--- src/rtl/lfsr_pkg.sv ---
package lfsr_pkg;
  localparam int RES_W   = 40;
  localparam int BYTE_W  = 8;
  localparam int NBYTES  = RES_W / BYTE_W;
  localparam int TAP_W   = $clog2(RES_W);
  localparam int N_TAPS  = 5;
  localparam int N_TERMS = N_TAPS;          // taps 1..4 plus serial input
  localparam int N_GATES = 3;               // feedback, poly enable, output
  localparam int IN_W    = 8;
  localparam int OUT_W   = 16;
  localparam int CNT_W   = $clog2(OUT_W + 1);
  localparam int ADDR_W  = 5;

  localparam logic [ADDR_W-1:0] A_RES  = 5'd0;
  localparam logic [ADDR_W-1:0] A_POLY = 5'd5;
  localparam logic [ADDR_W-1:0] A_DIN  = 5'd10;
  localparam logic [ADDR_W-1:0] A_TAP  = 5'd11;
  localparam logic [ADDR_W-1:0] A_MASK = 5'd16;
  localparam logic [ADDR_W-1:0] A_CFG  = 5'd19;
  localparam logic [ADDR_W-1:0] A_OLO  = 5'd20;
  localparam logic [ADDR_W-1:0] A_OHI  = 5'd21;

  localparam int G_FB = 0;
  localparam int G_PE = 1;
  localparam int G_DO = 2;
endpackage

--- src/rtl/lfsr_bit_order.sv ---
module lfsr_bit_order #(
  parameter int W = 40
) (
  input  logic         rev_i,
  input  logic [W-1:0] d_i,
  output logic [W-1:0] q_o
);
  logic [W-1:0] flip;
  for (genvar i = 0; i < W; i++) begin : g_flip
    assign flip[i] = d_i[W-1-i];
  end
  assign q_o = rev_i ? flip : d_i;
endmodule

--- src/rtl/lfsr_tap_mux.sv ---
module lfsr_tap_mux #(
  parameter int W     = 40,
  parameter int SEL_W = 6
) (
  input  logic [W-1:0]     d_i,
  input  logic [SEL_W-1:0] sel_i,
  output logic             tap_o
);
  // out-of-range index yields 0
  always_comb begin
    tap_o = 1'b0;
    for (int i = 0; i < W; i++)
      if (sel_i == SEL_W'(i)) tap_o = d_i[i];
  end
endmodule

--- src/rtl/lfsr_term_gate.sv ---
module lfsr_term_gate #(
  parameter int N = 5
) (
  input  logic [N-1:0] term_i,
  input  logic [N-1:0] mask_i,
  output logic         bit_o
);
  assign bit_o = ^(term_i & mask_i);
endmodule

--- src/rtl/lfsr_engine.sv ---
module lfsr_engine
  import lfsr_pkg::*;
(
  input  logic              clk_i,
  input  logic              rst_ni,
  input  logic              wr_en_i,
  input  logic [ADDR_W-1:0] wr_addr_i,
  input  logic [7:0]        wr_data_i,
  input  logic [ADDR_W-1:0] rd_addr_i,
  output logic [7:0]        rd_data_o,
  input  logic              start_i,
  input  logic [CNT_W-1:0]  bit_cnt_i,
  output logic              busy_o,
  output logic              done_o
);
  logic [RES_W-1:0] res_q, poly_q, res_view, wr_view, res_from_wr, res_step;
  logic [IN_W-1:0]  din_q;
  logic [OUT_W-1:0] dataout_q;
  logic [N_TAPS-1:0][TAP_W-1:0]    tap_sel_q;
  logic [N_GATES-1:0][N_TERMS-1:0] mask_q;
  logic ml_out_q, fb5_en_q;
  logic [CNT_W-1:0] cnt_q;
  logic busy_q, done_q;
  logic [N_TAPS-1:0]  tap;
  logic [N_TERMS-1:0] terms;
  logic [N_GATES-1:0] gate;
  logic d0, poly_en, dout, start_ok;

  for (genvar k = 0; k < N_TAPS; k++) begin : g_tap
    lfsr_tap_mux #(.W(RES_W), .SEL_W(TAP_W)) u_mux (
      .d_i(res_q), .sel_i(tap_sel_q[k]), .tap_o(tap[k]));
  end

  assign terms = {din_q[0], tap[N_TERMS-2:0]};

  for (genvar g = 0; g < N_GATES; g++) begin : g_gate
    lfsr_term_gate #(.N(N_TERMS)) u_gate (
      .term_i(terms), .mask_i(mask_q[g]), .bit_o(gate[g]));
  end

  assign d0       = gate[G_FB];
  assign poly_en  = gate[G_PE];
  assign dout     = gate[G_DO] ^ (fb5_en_q & tap[N_TAPS-1]);
  assign res_step = ((poly_en ? (res_q ^ poly_q) : res_q) << 1) | RES_W'(d0);

  // byte view of residue; reversal is its own inverse
  lfsr_bit_order #(.W(RES_W)) u_rd_view (.rev_i(ml_out_q), .d_i(res_q),   .q_o(res_view));
  lfsr_bit_order #(.W(RES_W)) u_wr_view (.rev_i(ml_out_q), .d_i(wr_view), .q_o(res_from_wr));

  always_comb begin
    wr_view = res_view;
    for (int b = 0; b < NBYTES; b++)
      if (wr_addr_i == A_RES + ADDR_W'(b)) wr_view[b*BYTE_W +: BYTE_W] = wr_data_i;
  end

  assign start_ok = start_i && !busy_q && (bit_cnt_i != '0) && (bit_cnt_i <= CNT_W'(OUT_W));

  always_ff @(posedge clk_i or negedge rst_ni) begin
    if (!rst_ni) begin
      res_q     <= '0;
      poly_q    <= '0;
      din_q     <= '0;
      dataout_q <= '0;
      tap_sel_q <= '0;
      mask_q    <= '0;
      ml_out_q  <= 1'b0;
      fb5_en_q  <= 1'b0;
      cnt_q     <= '0;
      busy_q    <= 1'b0;
      done_q    <= 1'b0;
    end else if (busy_q) begin
      res_q     <= res_step;
      din_q     <= din_q >> 1;
      dataout_q <= {dataout_q[OUT_W-2:0], dout};
      cnt_q     <= cnt_q - 1'b1;
      if (cnt_q == CNT_W'(1)) begin
        busy_q <= 1'b0;
        done_q <= 1'b1;
      end
    end else begin
      if (wr_en_i) begin
        if (wr_addr_i < A_POLY) res_q <= res_from_wr;
        for (int b = 0; b < NBYTES; b++)
          if (wr_addr_i == A_POLY + ADDR_W'(b)) poly_q[b*BYTE_W +: BYTE_W] <= wr_data_i;
        if (wr_addr_i == A_DIN) din_q <= wr_data_i;
        for (int k = 0; k < N_TAPS; k++)
          if (wr_addr_i == A_TAP + ADDR_W'(k)) tap_sel_q[k] <= wr_data_i[TAP_W-1:0];
        for (int g = 0; g < N_GATES; g++)
          if (wr_addr_i == A_MASK + ADDR_W'(g)) mask_q[g] <= wr_data_i[N_TERMS-1:0];
        if (wr_addr_i == A_CFG) begin
          ml_out_q <= wr_data_i[0];
          fb5_en_q <= wr_data_i[1];
        end
      end
      if (start_ok) begin
        busy_q <= 1'b1;
        done_q <= 1'b0;
        cnt_q  <= bit_cnt_i;
      end
    end
  end

  always_comb begin
    rd_data_o = '0;
    for (int b = 0; b < NBYTES; b++) begin
      if (rd_addr_i == A_RES + ADDR_W'(b))  rd_data_o = res_view[b*BYTE_W +: BYTE_W];
      if (rd_addr_i == A_POLY + ADDR_W'(b)) rd_data_o = poly_q[b*BYTE_W +: BYTE_W];
    end
    for (int k = 0; k < N_TAPS; k++)
      if (rd_addr_i == A_TAP + ADDR_W'(k)) rd_data_o = 8'(tap_sel_q[k]);
    for (int g = 0; g < N_GATES; g++)
      if (rd_addr_i == A_MASK + ADDR_W'(g)) rd_data_o = 8'(mask_q[g]);
    if (rd_addr_i == A_DIN) rd_data_o = din_q;
    if (rd_addr_i == A_CFG) rd_data_o = {6'd0, fb5_en_q, ml_out_q};
    if (rd_addr_i == A_OLO) rd_data_o = dataout_q[7:0];
    if (rd_addr_i == A_OHI) rd_data_o = dataout_q[15:8];
  end

  assign busy_o = busy_q;
  assign done_o = done_q;
endmodule

--- config.mk ---
export PLATFORM = sky130hd
export DESIGN_NAME = lfsr_engine
export DESIGN_NICKNAME = d
export VERILOG_FILES = /design/src/rtl/lfsr_pkg.sv /design/src/rtl/lfsr_bit_order.sv /design/src/rtl/lfsr_tap_mux.sv /design/src/rtl/lfsr_term_gate.sv /design/src/rtl/lfsr_engine.sv
export SDC_FILE = /design/constraint.sdc
export NUM_CORES = 1
export LEC_CHECK = 0
export BUFFER_PORTS_ARGS = -buffer_cell sky130_fd_sc_hd__buf_2
export CAP_MARGIN = 20
export CORE_ASPECT_RATIO = 0.75
export CORE_MARGIN = 5
export CORE_UTILIZATION = 40
export CTS_CLUSTER_SIZE = 25
export DETAILED_ROUTE_END_ITERATION = 7
export PLACE_DENSITY = 0.59
export SYNTH_ARGS = -nofsm -noshare
export SYNTH_HDL_FRONTEND = slang
export SYNTH_SLANG_ARGS = --single-unit
export TNS_END_PERCENT = 5
--- constraint.sdc ---
create_clock -name clk_i -period 4.2 [get_ports clk_i]
set_input_delay 0.63 -clock clk_i [delete_from_list [all_inputs] [get_ports clk_i]]
set_output_delay 0.63 -clock clk_i [all_outputs]
set_load 0.01 [all_outputs]
==> summary.txt, run 1 <==
GRT
  – First-pass GRT wire length: 93.17 mm
  – Vias in the first global route: 14113
  – Grt total ovfl: 0
  – Gr usage total: 30.47%
  – Pin count of the biggest net entering global routing: 183
  – Initial antenna violation count: 2

Yosys
  – Share of flip-flops with an asynchronous set or reset: between 90% and 100%
  – Count of cell types in the netlist: 84
  – Syn_nets: 1847
  – Synth Area per Inst: roughly 8 sq um
  – Post-synth EDFFs: 0
  – Ys Warns: 0
  – Primary FF master, synth: dfrtp_1
  – Seq/Total Area, Yosys: 27.48%
  – Syn Inst Count: 1818
  – Mapped Area: around 14000 sq um
  – #FFs+latches synth: 158

Finish
  – Number of diodes: 0
  – Layout fillers: 3539
  – Net count, final: 1818
  – Share of post-route cells with drive strength above 1: 18.59%
  – Syn-to-layout area delta: 11.37%

STA
  – RSZ-0062 raised after global routing: false
  – Relative slew slack: 31.64%
  – Fin Hold WS: around 250 ps
  – Final count of hold timing violations: 0
  – Min Tclk post-route: 4095 ps
  – Pin slew with the least headroom to its limit: 1025 ps
  – Slew Limit Fails: 0
  – Fin Setup TNS: 0 ps
  – Clock Skew: 16.00 ps
  – Final WS setup: 105.4 ps
  – Period Utilization, post-route: around 97%
  – Final Setup Violations: 0
  – Fmax: about 0.24 GHz

Critical path
  – Crit Path Class: flop to output pin
  – Reg-to-Reg End: res_q[20]$_DFFE_PN0P_
  – Setup crit start kind: flop
  – R2R Setup Slk: 200 ps
  – Crit path largest cell delay: approximately 550 ps
  – Critical path cell sequence: buf_12 -> mux2_2 -> a22oi_1 -> o211ai_1 -> nor3_1 -> and3_1 -> o21ai_0 -> a21oi_1 -> o22ai_1 -> o21a_1 -> buf_2
  – Required time worst endpoint: 3570 ps
  – R2R cell count: 11
  – Worst R2R Start: tap_sel_q[11]$_DFFE_PN0P_
  – Critical path's slowest cell: dfrtp_4
  – Maximum fanout along the worst path: between 80 and 90
  – Critical Path Sink Type: output pin
  – WP data arrival: 3460 ps

Clock tree
  – CTS tree: built
  – CTS Buf Count: 17
  – CTS Buffer Depth: 2
  – CTS root buf: clkbuf_16
  – Hold Buf Count CTS: 0
  – H-tree Lvls: 4
  – CTS Sinks: approximately 160
  – Reg clk slew, reported paths: 80 ps
  – Postcts setup bufs: 0
  – Clock network latency to the later pin of the worst-skew pair: approximately 460 ps

Flow run
  – Max-cap violations: 0

Floorplan
  – Row Count: 60
  – Die span in y: around 170 um
  – Initial Utilization: 40.35%
  – DIE WIDTH: 229.0 um
  – DIE AREA: about 40000 sq um
  – # IOs: 37
  – Core area: between 30000 and 40000 sq um

Placement
  – Detailed placement HPWL: between 40 and 50 mm
  – Gp weighted congestion: 1.025
  – Port bufs: 36
  – Post-place setup slack: 177.1 ps

Drt
  – DRC: 0
  – Post-DR wirelength/cell: roughly 28 um
  – Initial detailed-routing violation count: 2360
  – Post-DRT Antenna Nets: 0
  – Final WL: about 63 mm
  – Number of vias after detailed routing: 15530
  – Routed vias/inst: 6.850
  – Iteration count of the initial detailed-routing pass: 6

Pwr
  – Max VDD drop: 450.8 uV
  – Leak Pwr: 6.134 nW
  – Sequential power share: 29.9%
  – Internal power: 5.274 mW
  – P_sw: 5.308 mW
  – Clock network power share: 15.3%
  – Switching Share: 50.16%
  – Comb pwr share: 54.8%
  – PwrDens: 660.3 nW/um^2

Min path
  – Worst Hold Class: input port to async pin

Outcome
  – Outcome: completed
==> state kept, by name, indices dropped and copies added, names as in the netlist, 5 cells and up <==
name and flops:
tap_sel_q 30, din_q 8, mask_q 15, cnt_q 5, res_q 40, dataout_q 16, poly_q 40
==> through the flow <==
stage	utilization [%]	power [mW]	area, sq um	cells
3_5_place_dp	43.22	8.694	15410	2235
3_3_place_gp	43.22	8.613	15410	2235
4_1_cts	44.88	10.32	16000	2267
5_1_grt	44.94	11.09	16030	2267
6_report	44.94	10.58	16030	2267
2_1_floorplan	-	6.523	14390	1818
==> worst max-delay path, delay by kind of cell, from the launching register on <==
family | cells | cell delay, ps
flip-flops | 1 | 550
buffers and inverters | 2 | 530
AO/OA/AOI/OAI | 6 | 910
multiplexers | 1 | 390
AND/OR/NAND/NOR | 2 | 590
==> logic make-up after synthesis <==
group                    Yosys count  share of synthesized area, %
AO/OA/AOI/OAI                    469                         22.50
XOR/XNOR                          15                         1.104
adder cells (fa/ha/maj)            2                        0.1739
buffers and inverters            242                         6.869
flip-flops                       158                         27.48
multiplexers                     196                         15.68
AND/OR/NAND/NOR                  736                         26.20
==> layout make-up <==
class / instances / area (sq um) / area share, %
Multi-Input combinational cell: 1418 / 9502 / 59.29
Sequential cell: 158 / 3968 / 24.76
Timing Repair Buffer: 151 / 1225 / 7.643
Tap cell: 465 / 581.8 / 3.630
Clock buffer: 17 / 425.4 / 2.654
Clock inverter: 15 / 163.9 / 1.023
Inverter: 43 / 161.4 / 1.007
==> power by group through the flow <==
stage                     clock network, mW  logic, mW  registers (mW)
after floorplan                           0       4.22            2.30
after global routing                   1.70       6.22            3.17
after global placement                    0       5.52            3.10
after detailed placement                  0       5.60            3.10
final                                  1.62       5.80            3.16
after CTS                              1.63       5.63            3.07
==> timing repair <==
action	4_1_cts	5_1_grt
pin swaps	0	1
resized for setup	1	10
cloned	0	0
setup endpoints to repair	1	14
==> metal layers <==
| metal | share of wire, % | track usage [%] |
|---|---|---|
| met4 | 4.2 | 10.47 |
| met5 | 0.022 | 0 |
| met3 | 13 | 8.769 |
| met1 | 43 | 44.92 |
| met2 | 40 | 42.44 |
==> worst max-delay path by stage <==
stage                     cells after the start                      from                    end
after floorplan                              11              rd_addr_i[0]           rd_data_o[1]
after global placement                       12              rd_addr_i[1]           rd_data_o[1]
after detailed placement                     12              rd_addr_i[1]           rd_data_o[1]
after CTS                                    11     res_q[22]$_DFFE_PN0P_           rd_data_o[1]
after global routing                         12  tap_sel_q[6]$_DFFE_PN0P_  res_q[20]$_DFFE_PN0P_
final                                        11      ml_out_q$_DFFE_PN0P_           rd_data_o[0]
==> synth_stat cells, types with 6 or more instances <==
library cell | number | share of area [%]
buf_1 | 9 | 0.23
mux2i_1 | 69 | 4.8
and4_1 | 33 | 2.0
nor3b_1 | 6 | 0.31
or3_1 | 7 | 0.30
nand4_1 | 16 | 0.70
a2111oi_1 | 8 | 0.56
a221oi_1 | 21 | 1.3
nor4_1 | 7 | 0.30
nor2b_1 | 33 | 1.4
nand2_1 | 195 | 5.1
buf_2 | 28 | 0.97
a22oi_1 | 12 | 0.63
clkbuf_1 | 155 | 4.0
xnor2_1 | 9 | 0.55
o211ai_1 | 19 | 0.99
o21ai_0 | 82 | 2.9
o22ai_1 | 53 | 2.3
mux2_2 | 115 | 9.0
a21oi_1 | 73 | 2.5
nand3b_1 | 62 | 3.2
nand2b_1 | 19 | 0.83
a2111oi_0 | 33 | 2.0
o221ai_1 | 16 | 0.97
mux4_2 | 12 | 1.9
inv_1 | 40 | 1.0
nor2_1 | 164 | 4.3
dfrtp_1 | 158 | 27
and2_1 | 12 | 0.52
nand3_1 | 39 | 1.4
nor3_1 | 109 | 3.8
o31a_1 | 6 | 0.37
o31ai_1 | 6 | 0.31
a211oi_1 | 25 | 1.3
a31oi_1 | 39 | 1.7
and3b_1 | 6 | 0.37
==> layout by cell type, fill, tap and decap left out, types with 7 or more instances in the layout <==
cell       netlist  layout
nand2_1        195     195
nor2_1         164     164
dfrtp_1        158     151
mux2_2         115     115
nor3_1         109     108
buf_4            2     101
o21ai_0         82      82
a21oi_1         73      73
mux2i_1         69      69
nand3b_1        62      62
o22ai_1         53      53
inv_1           40      40
nand3_1         39      39
a31oi_1         39      39
buf_2           28      35
nor2b_1         33      33
and4_1          33      33
a2111oi_0       33      31
a211oi_1        25      24
a221oi_1        21      21
nand2b_1        19      19
o211ai_1        19      19
clkbuf_16        0      17
nand4_1         16      16
o221ai_1        16      16
buf_12           0      14
and2_1          12      12
mux4_2          12      12
a22oi_1         12      11
a2111oi_1        8       9
xnor2_1          9       8
inv_8            0       8
nor4_1           7       7
or3_1            7       7
Power figures use the tool's default switching activity.
==> inputs of run 2 (changes only) <==
Settings changed: BUFFER_PORTS_ARGS -buffer_cell sky130_fd_sc_hd__buf_2 to -buffer_cell sky130_fd_sc_hd__buf_4.
==> run 2 against run 1 <==
Against the previous run:
- non-clock buffer count up 21
- largest cell class unchanged
- flip-flop and latch count stayed put
- combinational power rose by 4.0%
==> summary.txt, run 2 (same netlist as run 1, synthesis figures left out) <==
STA
  – Clock Skew: 16.77 ps (+0.7688 ps)
  – Min Tclk post-route: 4118 ps (+23.76 ps)
  – Final Setup Violations: 0 (unchanged)
  – Slew Limit Fails: 0 (unchanged)
  – Final count of hold timing violations: 0 (unchanged)
  – Pin slew with the least headroom to its limit: 1055 ps (+29.33 ps)
  – Period Utilization, post-route: 98.06% (+0.57 points)
  – Relative slew slack: 29.54% (-2.1 points)
  – Fin Hold WS: 327.2 ps (+77.48 ps)
  – Fmax: 0.2428 GHz (-0.58%)
  – RSZ-0062 raised after global routing: true

Floorplan
  – Initial Utilization: 40.35% (unchanged)
  – DIE WIDTH: 229.0 um (unchanged)
  – DIE AREA: 39910 sq um (unchanged)
  – # IOs: 37 (unchanged)
  – Core area: 35660 sq um (unchanged)
  – Row Count: 60 (unchanged)
  – Die span in y: 174.3 um (unchanged)

Critical path
  – Setup crit start kind: flop
  – Crit Path Class: flop to flop
  – Required time worst endpoint: 4520 ps (+950 ps)
  – Critical Path Sink Type: flop
  – Maximum fanout along the worst path: 39 (-56%)
  – WP data arrival: 4440 ps (+980 ps)

Drt
  – Number of vias after detailed routing: 15698 (+1.1%)
  – Post-DR wirelength/cell: 28.20 um (+1.6%)
  – Post-DRT Antenna Nets: 0 (unchanged)
  – Final WL: 64.53 mm (+2.5%)
  – Iteration count of the initial detailed-routing pass: 6 (unchanged)
  – Initial detailed-routing violation count: 2380 (+0.85%)
  – Routed vias/inst: 6.861 (+0.15%)
  – DRC: 0 (unchanged)

Placement
  – Port bufs: 36 (unchanged)
  – Post-placement cell count: 2253 (+0.81%)
  – Detailed placement HPWL: 45.46 mm (+2.7%)
  – Placed Area: 15510 sq um (+0.63%)
  – Gp weighted congestion: 0.9818 (-4.2%)

Finish
  – Net count, final: 1839 (+1.2%)
  – Layout fillers: 3500 (-1.1%)
  – Commonest non-fill, non-tap cell in the layout: nand2_1
  – Multi-input combinational cell area: 9515 sq um (+0.14%)
  – Design Area, Final: 16170 sq um (+0.88%)
  – Cell Count, Final, Fillers Out: 2288 (+0.93%)
  – Reg area: 3970 sq um (about the same)
  – Number of diodes: 0 (unchanged)
  – Share of post-route cells with drive strength above 1: 19.75% (+1.2 points)
  – Most frequent cells in the layout: nand2_1 (195), buf_4 (165), nor2_1 (164)
  – Biggest regs: poly_q: 40 flops, res_q: 40 flops, tap_sel_q: 30 flops
  – Syn-to-layout area delta: 12.36%

Min path
  – Worst Hold Class: input port to async pin

Flow run
  – Max-cap violations: 0 (unchanged)

Clock tree
  – CTS Buf Count: 17 (unchanged)
  – Reg clk slew, reported paths: 80 ps (about the same)
  – CTS Sinks: 158 (unchanged)
  – Clock network latency to the later pin of the worst-skew pair: 450 ps (about the same)
  – CTS root buf: clkbuf_16
  – H-tree Lvls: 4 (unchanged)
  – CTS Buffer Depth: 2 (unchanged)
  – Hold Buf Count CTS: 0 (unchanged)
  – CTS tree: built

Pwr
  – Leak Pwr: 6.214 nW (+1.3%)
  – Total power: 10.80 mW (+2.0%)
  – PwrDens: 667.7 nW/um^2 (+1.1%)
  – Max VDD drop: 424.5 uV (-5.8%)

Outcome
  – Outcome: completed

GRT
  – Initial antenna violation count: 1 (-1)
  – Pin count of the biggest net entering global routing: 165 (-9.8%)
  – First-pass GRT wire length: 94.37 mm (+1.3%)
  – Gr usage total: 31.04% (+0.57 points)
  – Vias in the first global route: 14075 (-0.27%)
  – Grt total ovfl: 0 (unchanged)
run 2: cell types whose count changed in the layout (fill, tap and decap cells not counted), moves of 2 or more:
| cell | change |
|---|---|
| a2111oi_0 | -2 |
| a2111oi_1 | +2 |
| a221oi_1 | -2 |
| a221oi_2 | +2 |
| buf_12 | -10 |
| buf_2 | -35 |
| buf_4 | +64 |
| buf_6 | +2 |
| dfrtp_1 | -2 |
| dfrtp_2 | +2 |
| inv_6 | +2 |
| inv_8 | -3 |
run 2: per-layer routing:
layer  vias up  track usage (%)  part of all wire, %
li1       6791                -                    -
met1      7627            45.25                   42
met2      1107            43.09                   40
met3       173            9.553                   14
met4         0            11.24                  4.3
met5         -                0                    0
run 2: final timing paths:
check	from	to	slack, ps	cells after the start
worst min register to register	done_o$_DFFE_PN0P_	done_o$_DFFE_PN0P_	510	1
worst max register to register	tap_sel_q[5]$_DFFE_PN0P_	res_q[4]$_DFFE_PN0P_	80	11
max in group asynchronous	rst_ni	tap_sel_q[25]$_DFFE_PN0P_	2830	2
worst max-delay path	tap_sel_q[5]$_DFFE_PN0P_	res_q[4]$_DFFE_PN0P_	80	11
worst min-delay path	rst_ni	poly_q[24]$_DFFE_PN0P_	330	1
min in group clk_i	bit_cnt_i[2]	cnt_q[2]$_DFFE_PN0P_	420	3
run 2: what timing repair did:
| item | 4_1_cts | 5_1_grt |
|---|---|---|
| buffers inserted | 2 | 0 |
| setup endpoints to repair | 3 | 19 |
| gates cloned | 0 | 0 |
| pin swaps | 0 | 1 |
| gates resized for setup | 1 | 17 |
run 2: layout make-up:
| cell class | instances | share of cell area [%] |
|---|---|---|
| clock buffers | 18 | 2.716 |
| clock inverters | 14 | 0.9132 |
| inverters | 43 | 0.9983 |
| multi-input cells | 1418 | 58.85 |
| flip-flops and latches | 158 | 24.56 |
| well taps | 465 | 3.599 |
| repair buffers | 172 | 8.366 |
run 2: metrics by stage:
stage          util [%]  setup TNS (ps)  setup WS (ps)
3_5_place_dp      43.50               0          263.6
3_3_place_gp      43.50               0          249.3
5_1_grt           45.34          -14.63         -12.79
6_report          45.34               0          81.68
2_1_floorplan         -               0          761.8
4_1_cts           45.19               0          7.941
run 2: worst max-delay path, stage by stage, from the launching register on:
cell,delay [ps]
dfrtp_1,590
nand2b_1,300
a2bb2oi_1,180
o211a_1,220
a311o_1,310
a21oi_1,410
o21ai_0,230
xnor3_4,580
buf_4,290
and4_1,260
a2111oi_1,470
nand2_1,120
run 2: where the power goes:
group          switching, mW  internal (mW)
Sequential              1.15           1.98
Clock                  0.814          0.811
Combinational           3.45           2.58
Total                   5.42           5.37
